<file path="src/rtl/dlw_pkg.sv">
`timescale 1ns/1ps
package dlw_pkg;

    // Kind of cycle the core is in; a CONTINUE keeps the current kind.
    typedef enum logic [1:0] {
        ST_DESEL      = 2'd0,
        ST_BANK_DESEL = 2'd1,
        ST_READ       = 2'd2,
        ST_WRITE      = 2'd3
    } dlw_state_e;

endpackage

</file>
<file path="src/rtl/dlw_ctrl.sv">
`timescale 1ns/1ps
module dlw_ctrl
    import dlw_pkg::*;
(
    input  logic clk,
    input  logic rst,
    input  logic adv,
    input  logic e1_n,
    input  logic bank_en,
    input  logic we_n,
    output logic beat_rd,
    output logic beat_wr,
    output logic bank_off,
    output logic load,
    output logic step
);

    dlw_state_e state_q;
    dlw_state_e cmd;
    dlw_state_e op;

    // BEGIN decode: bank mismatch has priority over the primary enable.
    always_comb begin
        if (!bank_en)    cmd = ST_BANK_DESEL;
        else if (e1_n)   cmd = ST_DESEL;
        else if (we_n)   cmd = ST_READ;
        else             cmd = ST_WRITE;
    end

    // Transition: BEGIN takes the decoded command, CONTINUE holds the state.
    always_comb begin
        unique case (adv)
            1'b0: op = cmd;
            1'b1: op = state_q;
        endcase
    end

    always_ff @(posedge clk) begin
        if (rst) state_q <= ST_DESEL;
        else     state_q <= op;
    end

    always_comb begin
        beat_rd  = 1'b0;
        beat_wr  = 1'b0;
        bank_off = 1'b0;
        unique case (op)
            ST_DESEL:      ;
            ST_BANK_DESEL: bank_off = 1'b1;
            ST_READ:       beat_rd  = 1'b1;
            ST_WRITE:      beat_wr  = 1'b1;
        endcase
        load = !adv && (beat_rd || beat_wr);
        step =  adv && (beat_rd || beat_wr);
    end

    AST_CONT_HOLDS: assert property (@(posedge clk) disable iff (rst)
        adv |=> state_q == $past(state_q));
    AST_BANK_DECODE: assert property (@(posedge clk) disable iff (rst)
        (!adv && !bank_en) |=> state_q == ST_BANK_DESEL);
    AST_E1_DESEL: assert property (@(posedge clk) disable iff (rst)
        (!adv && bank_en && e1_n) |=> state_q == ST_DESEL);
    AST_READ_START: assert property (@(posedge clk) disable iff (rst)
        (!adv && bank_en && !e1_n && we_n) |=> state_q == ST_READ);

endmodule

</file>
<file path="src/rtl/dlw_burst.sv">
`timescale 1ns/1ps
module dlw_burst #(
    parameter int ADDR_W    = 6,
    parameter int BURST_LEN = 4
) (
    input  logic              clk,
    input  logic              rst,
    input  logic              load,
    input  logic              step,
    input  logic [ADDR_W-1:0] ext_addr,
    output logic [ADDR_W-1:0] beat_addr
);

    localparam int LOW_W = $clog2(BURST_LEN);

    logic [ADDR_W-1:0] cur_q;

    // Linear order: only the low field counts, and it wraps.
    always_comb begin
        if (load) beat_addr = ext_addr;
        else      beat_addr = {cur_q[ADDR_W-1:LOW_W], cur_q[LOW_W-1:0] + LOW_W'(1)};
    end

    always_ff @(posedge clk) begin
        if (rst)               cur_q <= '0;
        else if (load || step) cur_q <= beat_addr;
    end

    AST_BURST_WRAP: assert property (@(posedge clk) disable iff (rst)
        step |-> beat_addr[LOW_W-1:0] == LOW_W'($past(beat_addr[LOW_W-1:0]) + LOW_W'(1)));
    AST_BURST_UPPER: assert property (@(posedge clk) disable iff (rst)
        step |-> beat_addr[ADDR_W-1:LOW_W] == $past(beat_addr[ADDR_W-1:LOW_W]));

endmodule

</file>
<file path="src/rtl/dlw_datapath.sv">
`timescale 1ns/1ps
module dlw_datapath #(
    parameter int ADDR_W = 6,
    parameter int LANES  = 4,
    parameter int LANE_W = 9
) (
    input  logic                     clk,
    input  logic                     rst,
    input  logic                     beat_rd,
    input  logic                     beat_wr,
    input  logic                     bank_off,
    input  logic [ADDR_W-1:0]        beat_addr,
    input  logic [LANES-1:0]         bw_n,
    input  logic [LANES*LANE_W-1:0]  dq_in,
    output logic [LANES*LANE_W-1:0]  dq_out,
    output logic                     dq_oe,
    output logic                     cq_oe
);

    localparam int DEPTH  = 1 << ADDR_W;
    localparam int WR_LAT = 2;
    localparam int TAIL   = WR_LAT - 1;

    // Pending writes: stage 0 holds the newest beat, TAIL commits.
    logic              wv_q [WR_LAT];
    logic [ADDR_W-1:0] wa_q [WR_LAT];
    logic [LANES-1:0]  wm_q [WR_LAT];

    logic              rd_v_q;
    logic [ADDR_W-1:0] rd_a_q;
    logic              cq_p_q;

    always_ff @(posedge clk) begin
        if (rst) begin
            for (int k = 0; k < WR_LAT; k++) wv_q[k] <= 1'b0;
        end else begin
            wv_q[0] <= beat_wr && (bw_n != '1);
            for (int k = 1; k < WR_LAT; k++) wv_q[k] <= wv_q[k-1];
        end
        wa_q[0] <= beat_addr;
        wm_q[0] <= ~bw_n;
        for (int k = 1; k < WR_LAT; k++) begin
            wa_q[k] <= wa_q[k-1];
            wm_q[k] <= wm_q[k-1];
        end
    end

    // Read access stage and output enable pipeline.
    always_ff @(posedge clk) begin
        if (rst) begin
            rd_v_q <= 1'b0;
            cq_p_q <= 1'b1;
            dq_oe  <= 1'b0;
            cq_oe  <= 1'b1;
        end else begin
            rd_v_q <= beat_rd;
            cq_p_q <= !bank_off;
            dq_oe  <= rd_v_q;
            cq_oe  <= cq_p_q;
        end
        rd_a_q <= beat_addr;
    end

    for (genvar l = 0; l < LANES; l++) begin : g_lane
        logic [LANE_W-1:0] mem [DEPTH];
        logic [LANE_W-1:0] din_l;
        logic [LANE_W-1:0] rd_l;
        logic [LANE_W-1:0] q_l;
        logic              commit;
        logic              hit;

        assign din_l  = dq_in[l*LANE_W +: LANE_W];
        assign commit = wv_q[TAIL] && wm_q[TAIL][l];
        assign hit    = commit && (wa_q[TAIL] == rd_a_q);

        // Forward the byte that lands on this same edge.
        always_comb rd_l = hit ? din_l : mem[rd_a_q];

        always_ff @(posedge clk) begin
            if (commit) mem[wa_q[TAIL]] <= din_l;
        end

        always_ff @(posedge clk) begin
            if (rst)         q_l <= '0;
            else if (rd_v_q) q_l <= rd_l;
        end

        assign dq_out[l*LANE_W +: LANE_W] = q_l;
    end

    AST_OE_FOLLOWS_READ: assert property (@(posedge clk) disable iff (rst)
        beat_rd |=> ##1 dq_oe);
    AST_OE_NEEDS_READ: assert property (@(posedge clk) disable iff (rst)
        dq_oe |-> $past(beat_rd, 2));
    AST_CQ_OFF_BANK: assert property (@(posedge clk) disable iff (rst)
        !cq_oe |-> $past(bank_off, 2));
    AST_CQ_KEPT: assert property (@(posedge clk) disable iff (rst)
        !bank_off |=> ##1 cq_oe);
    AST_ABORT_NO_COMMIT: assert property (@(posedge clk) disable iff (rst)
        (beat_wr && (&bw_n)) |=> ##1 !wv_q[TAIL]);
    AST_WRITE_COMMIT: assert property (@(posedge clk) disable iff (rst)
        (beat_wr && !(&bw_n)) |=> ##1 wv_q[TAIL]);

endmodule

</file>
<file path="src/rtl/dlw_sram_core.sv">
`timescale 1ns/1ps
module dlw_sram_core #(
    parameter int ADDR_W    = 6,
    parameter int LANES     = 4,
    parameter int LANE_W    = 9,
    parameter int BURST_LEN = 4
) (
    input  logic                     clk,
    input  logic                     rst,
    input  logic [ADDR_W-1:0]        addr,
    input  logic                     e1_n,
    input  logic                     e2,
    input  logic                     e3,
    input  logic                     ep2,
    input  logic                     ep3,
    input  logic                     adv,
    input  logic                     we_n,
    input  logic [LANES-1:0]         bw_n,
    input  logic [LANES*LANE_W-1:0]  dq_in,
    output logic [LANES*LANE_W-1:0]  dq_out,
    output logic                     dq_oe,
    output logic                     cq_oe
);

    logic              bank_en;
    logic              beat_rd;
    logic              beat_wr;
    logic              bank_off;
    logic              load;
    logic              step;
    logic [ADDR_W-1:0] beat_addr;

    // Straps give each bank enable its active level.
    assign bank_en = (e2 == ep2) && (e3 == ep3);

    dlw_ctrl u_ctrl (
        .clk      (clk),
        .rst      (rst),
        .adv      (adv),
        .e1_n     (e1_n),
        .bank_en  (bank_en),
        .we_n     (we_n),
        .beat_rd  (beat_rd),
        .beat_wr  (beat_wr),
        .bank_off (bank_off),
        .load     (load),
        .step     (step)
    );

    dlw_burst #(
        .ADDR_W    (ADDR_W),
        .BURST_LEN (BURST_LEN)
    ) u_burst (
        .clk       (clk),
        .rst       (rst),
        .load      (load),
        .step      (step),
        .ext_addr  (addr),
        .beat_addr (beat_addr)
    );

    dlw_datapath #(
        .ADDR_W (ADDR_W),
        .LANES  (LANES),
        .LANE_W (LANE_W)
    ) u_dp (
        .clk       (clk),
        .rst       (rst),
        .beat_rd   (beat_rd),
        .beat_wr   (beat_wr),
        .bank_off  (bank_off),
        .beat_addr (beat_addr),
        .bw_n      (bw_n),
        .dq_in     (dq_in),
        .dq_out    (dq_out),
        .dq_oe     (dq_oe),
        .cq_oe     (cq_oe)
    );

endmodule

</file>
<file path="config.mk">
export PLATFORM = sky130hd
export DESIGN_NAME = dlw_sram_core
export DESIGN_NICKNAME = d
export VERILOG_FILES = /design/src/rtl/dlw_pkg.sv /design/src/rtl/dlw_ctrl.sv /design/src/rtl/dlw_burst.sv /design/src/rtl/dlw_datapath.sv /design/src/rtl/dlw_sram_core.sv
export SDC_FILE = /design/constraint.sdc
export NUM_CORES = 2
export LEC_CHECK = 0
export CELL_PAD_IN_SITES_DETAIL_PLACEMENT = 1
export CELL_PAD_IN_SITES_GLOBAL_PLACEMENT = 1
export CORE_MARGIN = 1.5
export CORE_UTILIZATION = 45
export CTS_BUF_LIST = sky130_fd_sc_hd__clkbuf_16
export CTS_CLUSTER_DIAMETER = 200
export DETAILED_ROUTE_END_ITERATION = 12
export HOLD_SLACK_MARGIN = 0.05
export PLACE_DENSITY = 0.66
export SYNTH_ARGS = -nofsm -noshare
export SYNTH_HDL_FRONTEND = slang
export SYNTH_HIERARCHICAL = 1
export SYNTH_SLANG_ARGS = --single-unit
</file>
<file path="constraint.sdc">
create_clock -name clk -period 2.43 [get_ports clk]
set_input_delay 0.243 -clock clk [delete_from_list [all_inputs] [get_ports clk]]
set_output_delay 0.243 -clock clk [all_outputs]
set_load 0.005 [all_outputs]
</file>
After elaboration in Yosys (flattened, before gate mapping)
Memory sizes are Yosys's and may differ from the RTL's. A register that Yosys moved wholly into a read port is not among the register bits.
Index checks and enable logic that the tools add are counted.
- mux-type cells: 21
- reductions and logical operators: 12
- add/subtract/negate cells: 1
- equal/unequal tests: 6
- bitwise logic cells: 4
- operator list (kind ; number):
    1-bit 2-to-1 mux ; 17
    1-bit logical AND ; 8
    6-bit 2-to-1 mux ; 1
    2-bit == test, second input constant ; 2
    2-bit 2-to-1 mux ; 2
    4-bit inequality test, second input constant ; 1
    4-bit NOT ; 1
    2-bit case mux with 2 select lines ; 1
    2-bit by 1-bit adder with 2-bit output, second input constant ; 1
    1-bit == test ; 2
    2-bit by 1-bit == test with 1-bit output, second input constant ; 1
    1-bit logical NOT ; 2
    1-bit logical OR ; 2
    1-bit bitwise OR ; 2
    1-bit NOT ; 1
- bits of input ports: 55
- register bits after elaboration: 18
- output and inout port bits: 38
- logic and storage cells: 58
- RAM bits: 2326
- memories kept: 7
- memory list (name ; depth ; bits a word ; read ports ; clocked after memory_dff ; write ports ; line ; source):
    u_dp.g_lane[0].mem ; 64 ; 9 ; 1 ; 1 ; 1 ; dlw_datapath.sv:65 ; logic [LANE_W-1:0] mem [DEPTH];
    u_dp.g_lane[1].mem ; 64 ; 9 ; 1 ; 1 ; 1 ; dlw_datapath.sv:65 ;
    u_dp.g_lane[2].mem ; 64 ; 9 ; 1 ; 1 ; 1 ; dlw_datapath.sv:65 ;
    u_dp.g_lane[3].mem ; 64 ; 9 ; 1 ; 1 ; 1 ; dlw_datapath.sv:65 ;
    u_dp.wa_q ; 2 ; 6 ; 2 ; 0 ; 2 ; dlw_datapath.sv:26 ; logic [ADDR_W-1:0] wa_q [WR_LAT];
    u_dp.wm_q ; 2 ; 4 ; 2 ; 0 ; 2 ; dlw_datapath.sv:27 ; logic [LANES-1:0] wm_q [WR_LAT];
    +1 memories ; n/a ; n/a ; n/a ; n/a ; n/a ; n/a ;

Depth between registers and ports, before layout
- word-level depth: 9
- depth in mapped cells: 12
- mapped depth without buffers: 6

By module
The synthesis kept the hierarchy.
- modules (own cells, without submodules) (module ; area an instance (um^2) ; times used ; cells an instance ; sequential area each (um^2)):
    dlw_datapath ; 90434.2 ; 1 ; 4274 ; 70427.5
    dlw_burst ; 284.0 ; 1 ; 26 ; 120.1
    dlw_ctrl ; 151.4 ; 1 ; 18 ; 40.0
    dlw_sram_core ; 21.3 ; 1 ; 3 ; 0.0

Worst setup path before layout
No wires, ideal clock.
- path kind: register to register
- from: mem u_dp.wa_q[0][0]
- to: reg u_dp.g_lane[1].q_l[3]
- path buffers: 4
- required time: 2.296 ns
- library setup time: 0.134 ns
- data arrival time: 2.102 ns
- stages on the path, launching flop included: 10
- period minus slack after synthesis: 2.235 ns
- path slack: 0.195 ns
- cells stage by stage: dfxtp_1 -> buf_6 -> buf_6 -> buf_4 -> buf_2 -> mux4_2 -> a22oi_1 -> a21oi_1 -> o21ai_0 -> o211ai_1
- RTL lines (what ; line ; source):
    start: declaration ; dlw_datapath.sv:26 ;
    end signal: assignment ; dlw_datapath.sv:85 ; else if (rd_v_q) q_l <= rd_l;
    end: declaration ; dlw_datapath.sv:68 ; logic [LANE_W-1:0] q_l;

==> results.md <==
- Together, buffers and inverters on the worst path number 4.
- The area used by multi-input combinational logic is 0.0199 mm^2.
- The cell with the largest stage delay on the worst path is sky130_fd_sc_hd__mux4_2.
- The maximum number of pins on one net before global-route repair is 68.
- The number of detailed-routing iterations run before antenna repair is 7.
- The cell at the root of the clock tree is sky130_fd_sc_hd__clkbuf_16.
- The vias after detailed routing is 49,700.
- The final max-slew violation count is 0.
- The final period utilization is 105%.
- The first routing iteration left 6,269 violations.
- The final critical-path required period is 2550 ps.
- Static timing analysis puts the maximum clock frequency at 392 MHz.
- The flow ran to the end, but the final reports show violations.
- Leaving out fill and tap cells, the most frequent cell in the layout is sky130_fd_sc_hd__edfxtp_1.
- The setup clock skew after layout is 45.2 ps.
- The layout overhead on the synthesized area is 22.4%.
- The worst hold path belongs to the class in -> reg.
- In this run the tightest slew margin relative to its limit is 33.2%.
- The number of buffers inserted by port buffering is 92.
- Summing the areas of all fa, ha and maj instances in the mapped netlist gives 0% of the synthesized area.
- The largest single stage delay on the critical path is 510 ps.
- The vertical extent of the die is 452 um.
- 93 I/O pins were placed.
- The cell leakage power is 36.2 nW.
- The combinational family with the most area after synthesis is multiplexers.
- The number of antenna violations at the first check in global routing was 9.
- TritonCTS built the clock tree.
- In the final design database the tool counted 5,317 nets.
- The fraction of final layout cells with drive strength greater than 1 is 35.7%.
- The DRC violation count after routing is 0.
- The global-route wire length before repair is 393,000 um.
- STA classifies the critical path endpoint as a flop.
- The portion of synthesized area spent on multiplexers is 14.5%.
- The distinct cell type count after synthesis is 62.
- The maximum buffer depth of the clock tree is 3.
- The critical path goes through buf_4 > buf_12 > buf_16 > buf_8 > mux4_2 > nand2_1 > a31oi_1 > o21ai_1 > o31ai_2 > a32o_2.
- Once the floorplan was initialized, standard cells occupied 45.4% of the core.
- The data required time of the critical path is 3200 ps.
- The count of warnings emitted by yosys is 6.
- After detailed routing, the number of vias per cell comes to 6.11.
- The largest delay contributor family on the critical path is compound AO/OA/AOI/OAI gates.
- After Yosys synthesis, and, or, nand and nor cells account for 2.93% of the synthesized area.
- The power per standard cell area is 782 mW/mm^2.
- The weighted congestion reported at the end of routability-driven placement is 0.950.
- Synthesis inferred 2,374 register bits.
- The design draws 87.0 mW.
- The final reports fail on negative setup slack.
- The total wirelength of the detailed-routed design is 282,000 um.
- The number of hold violations in the final report is 0.
- Setup repair after global routing could not meet its margin everywhere.
- The global-route usage over all layers is 27.4%.
- The number of nets in the synthesized netlist is 4,376.
- The total congestion overflow is 0.
- The clock latency on the worst-skew pair is 900 ps.
- Of all flip-flops after synthesis, the portion carrying an async set or reset was 0%.
- The floorplan row count is 164.
- The full die area is 0.205 mm^2.
- The layout filler cell count is 17,500.
- Once detailed placement completed, the half-perimeter wirelength came to 188,000 um.
- Setup total negative slack on the finished layout was measured at -2170 ps.
- The number of max-cap violations is 0.
- Clock-pin slew was measured on the worst setup and hold paths at 60 ps.
- The core region is 0.200 mm^2.
- Summing the areas of all compound-gate instances in the mapped netlist gives 3.28% of the synthesized area.
- The register cell area after layout is 0.0706 mm^2.
- The layer flagged by global routing as most heavily used is met2.
- In the post-route analysis, the smallest setup slack over all paths is -120 ps.
- In the layout the commonest cells are sky130_fd_sc_hd__edfxtp_1 (2,304), sky130_fd_sc_hd__buf_4 (629), sky130_fd_sc_hd__mux4_2 (557).
- OpenSTA, run right after detailed placement, puts the worst setup slack at -369 ps.
- IR analysis of the VDD net gives a maximum drop of 0.648 mV.
- The synthesized design contains 2,304 enable-type register cells.
- The chip width is 452 um.
- The number of buffers inserted during clock tree synthesis is 230.
- The count of nets left with antenna violations once routing finished came out at 0.
- The met2 routing resource usage after global routing is 43.4%.
- Setup violations remaining at the end of the flow were counted as 50.
- The average instance area after synthesis is 21.0 um^2.
- Counting every sink on the clock net gives 2,374.
- The worst setup path is launched from a flop.
- The xor/xnor share of the synthesized area is 0.0964%.
- After synthesis the cells add up to 0.0909 mm^2.
- The synthesized instance count is 4,321.
- The detail-routed net length per standard cell is 34.7 um.
- The startpoint-to-endpoint class of the critical path is reg -> reg.
- For this run, global-route usage on met1 was measured as 38.1%.
- Across all hold checks on the routed design, the worst slack comes to 98.9 ps.
- The via count of the first global-routing pass was 50,800.
- The part of the Yosys area used for sequential elements is 77.7%.
- The clock tree synthesis step divided the H-tree into 4 levels.
- The routing usage on met3 is 4.49%.
- STA puts the critical path data arrival time at 3320 ps.
- The maximum fanout along the worst path is 8.
- At the pin with the least slew margin, the transition time is 1000 ps.
- The most used flip-flop cell after synthesis is sky130_fd_sc_hd__edfxtp_1.
## logic make-up (layout without fill, tap and decap cells)
kind of cell,Yosys count,after routing
buf+inv,272,1416
compound gates,434,434
xor+xnor,10,10
other cells,0,2
flops,2374,2374
mux,621,621
simple gates,610,610
## final timing paths
| path | start | cells after the start | to | slack, ps |
|---|---|---|---|---|
| min | dq_in[26] | 1 | u_dp/g_lane[2].mem[30][8] | 100 |
| min reg2reg | u_dp/wm_q[0][2] | 0 | u_dp/wm_q[0][6] | 330 |
| max reg2reg | u_dp/wa_q[0][0] | 10 | u_dp/g_lane[0].q_l[3] | -120 |
| max | u_dp/wa_q[0][0] | 10 | u_dp/g_lane[0].q_l[3] | -120 |
## flip-flops by register name (all words and copies together), names as in the netlist, named ones only
name and cells:
u_dp/wa_q 12, u_dp/g_lane.mem 2304, u_dp/cq_oe 1, u_dp/rd_v_q 1
u_dp/cq_p_q 1, u_dp/dq_oe 1, u_burst/cur_q 6, u_dp/wm_q 8
u_dp/g_lane.q_l 36, u_ctrl/state_q 1, u_dp/wv_q 2
## report_power, final
group / switching, mW / internal [mW] / leakage, nW
clock network: 15.6 / 20.1 / 3.88
registers: 0.0742 / 44.9 / 21.3
logic: 3.54 / 2.83 / 11.0
## synth_stat cells (13+ instances only)
cell | number | share of area, %
sky130_fd_sc_hd__o221ai_1 | 20 | 0.19
sky130_fd_sc_hd__o22ai_1 | 77 | 0.53
sky130_fd_sc_hd__nor3_1 | 40 | 0.22
sky130_fd_sc_hd__nor2_1 | 304 | 1.3
sky130_fd_sc_hd__nor2b_1 | 21 | 0.14
sky130_fd_sc_hd__buf_6 | 13 | 0.16
sky130_fd_sc_hd__clkbuf_1 | 133 | 0.55
sky130_fd_sc_hd__nand2_1 | 134 | 0.55
sky130_fd_sc_hd__nor4_1 | 25 | 0.17
sky130_fd_sc_hd__nand3_1 | 26 | 0.14
sky130_fd_sc_hd__dfxtp_1 | 70 | 1.5
sky130_fd_sc_hd__buf_2 | 26 | 0.14
sky130_fd_sc_hd__edfxtp_1 | 2304 | 76
sky130_fd_sc_hd__a22oi_1 | 169 | 1.4
sky130_fd_sc_hd__buf_4 | 55 | 0.45
sky130_fd_sc_hd__buf_1 | 27 | 0.11
sky130_fd_sc_hd__inv_1 | 15 | 0.062
sky130_fd_sc_hd__mux4_2 | 557 | 14
sky130_fd_sc_hd__a21oi_1 | 89 | 0.49
sky130_fd_sc_hd__mux2i_1 | 58 | 0.64
## per-layer routing
layer  part of all wire (%)  vias to the layer above
met3                    7.9                      485
met5                  0.049                        -
met4                    4.5                        2
met1                     40                    26800
met2                     48                     2414
li1                       -                    20000
## final cells by class
class	instances	share of cell area, %
inverters	17	0.0574
multi-input cells	1675	17.9
repair buffers	964	8.85
diodes	2	0.00450
clock buffers	235	5.29
well taps	2656	2.99
flip-flops and latches	2374	63.5
clock inverters	200	1.47
## timing repair
action | 4_1_cts | 5_1_grt
cloned | 5 | 9
pin swaps | 17 | 48
endpoints found under the hold margin | 1323 | 0
endpoints found under the setup margin | 93 | 191
hold buffers | 44 | 0
buffers inserted | 40 | 64
gates resized for setup | 98 | 170
## metrics by stage
step	instance area [um^2]	cells	utilization, %
floorplan	90900	4321	-
global placement	101000	7525	50.3
detailed placement	101000	7525	50.3
CTS	110000	8049	54.8
global route	111000	8122	55.5
finish	111000	8123	55.5
Note: power is estimated with default switching activity, not from simulation.
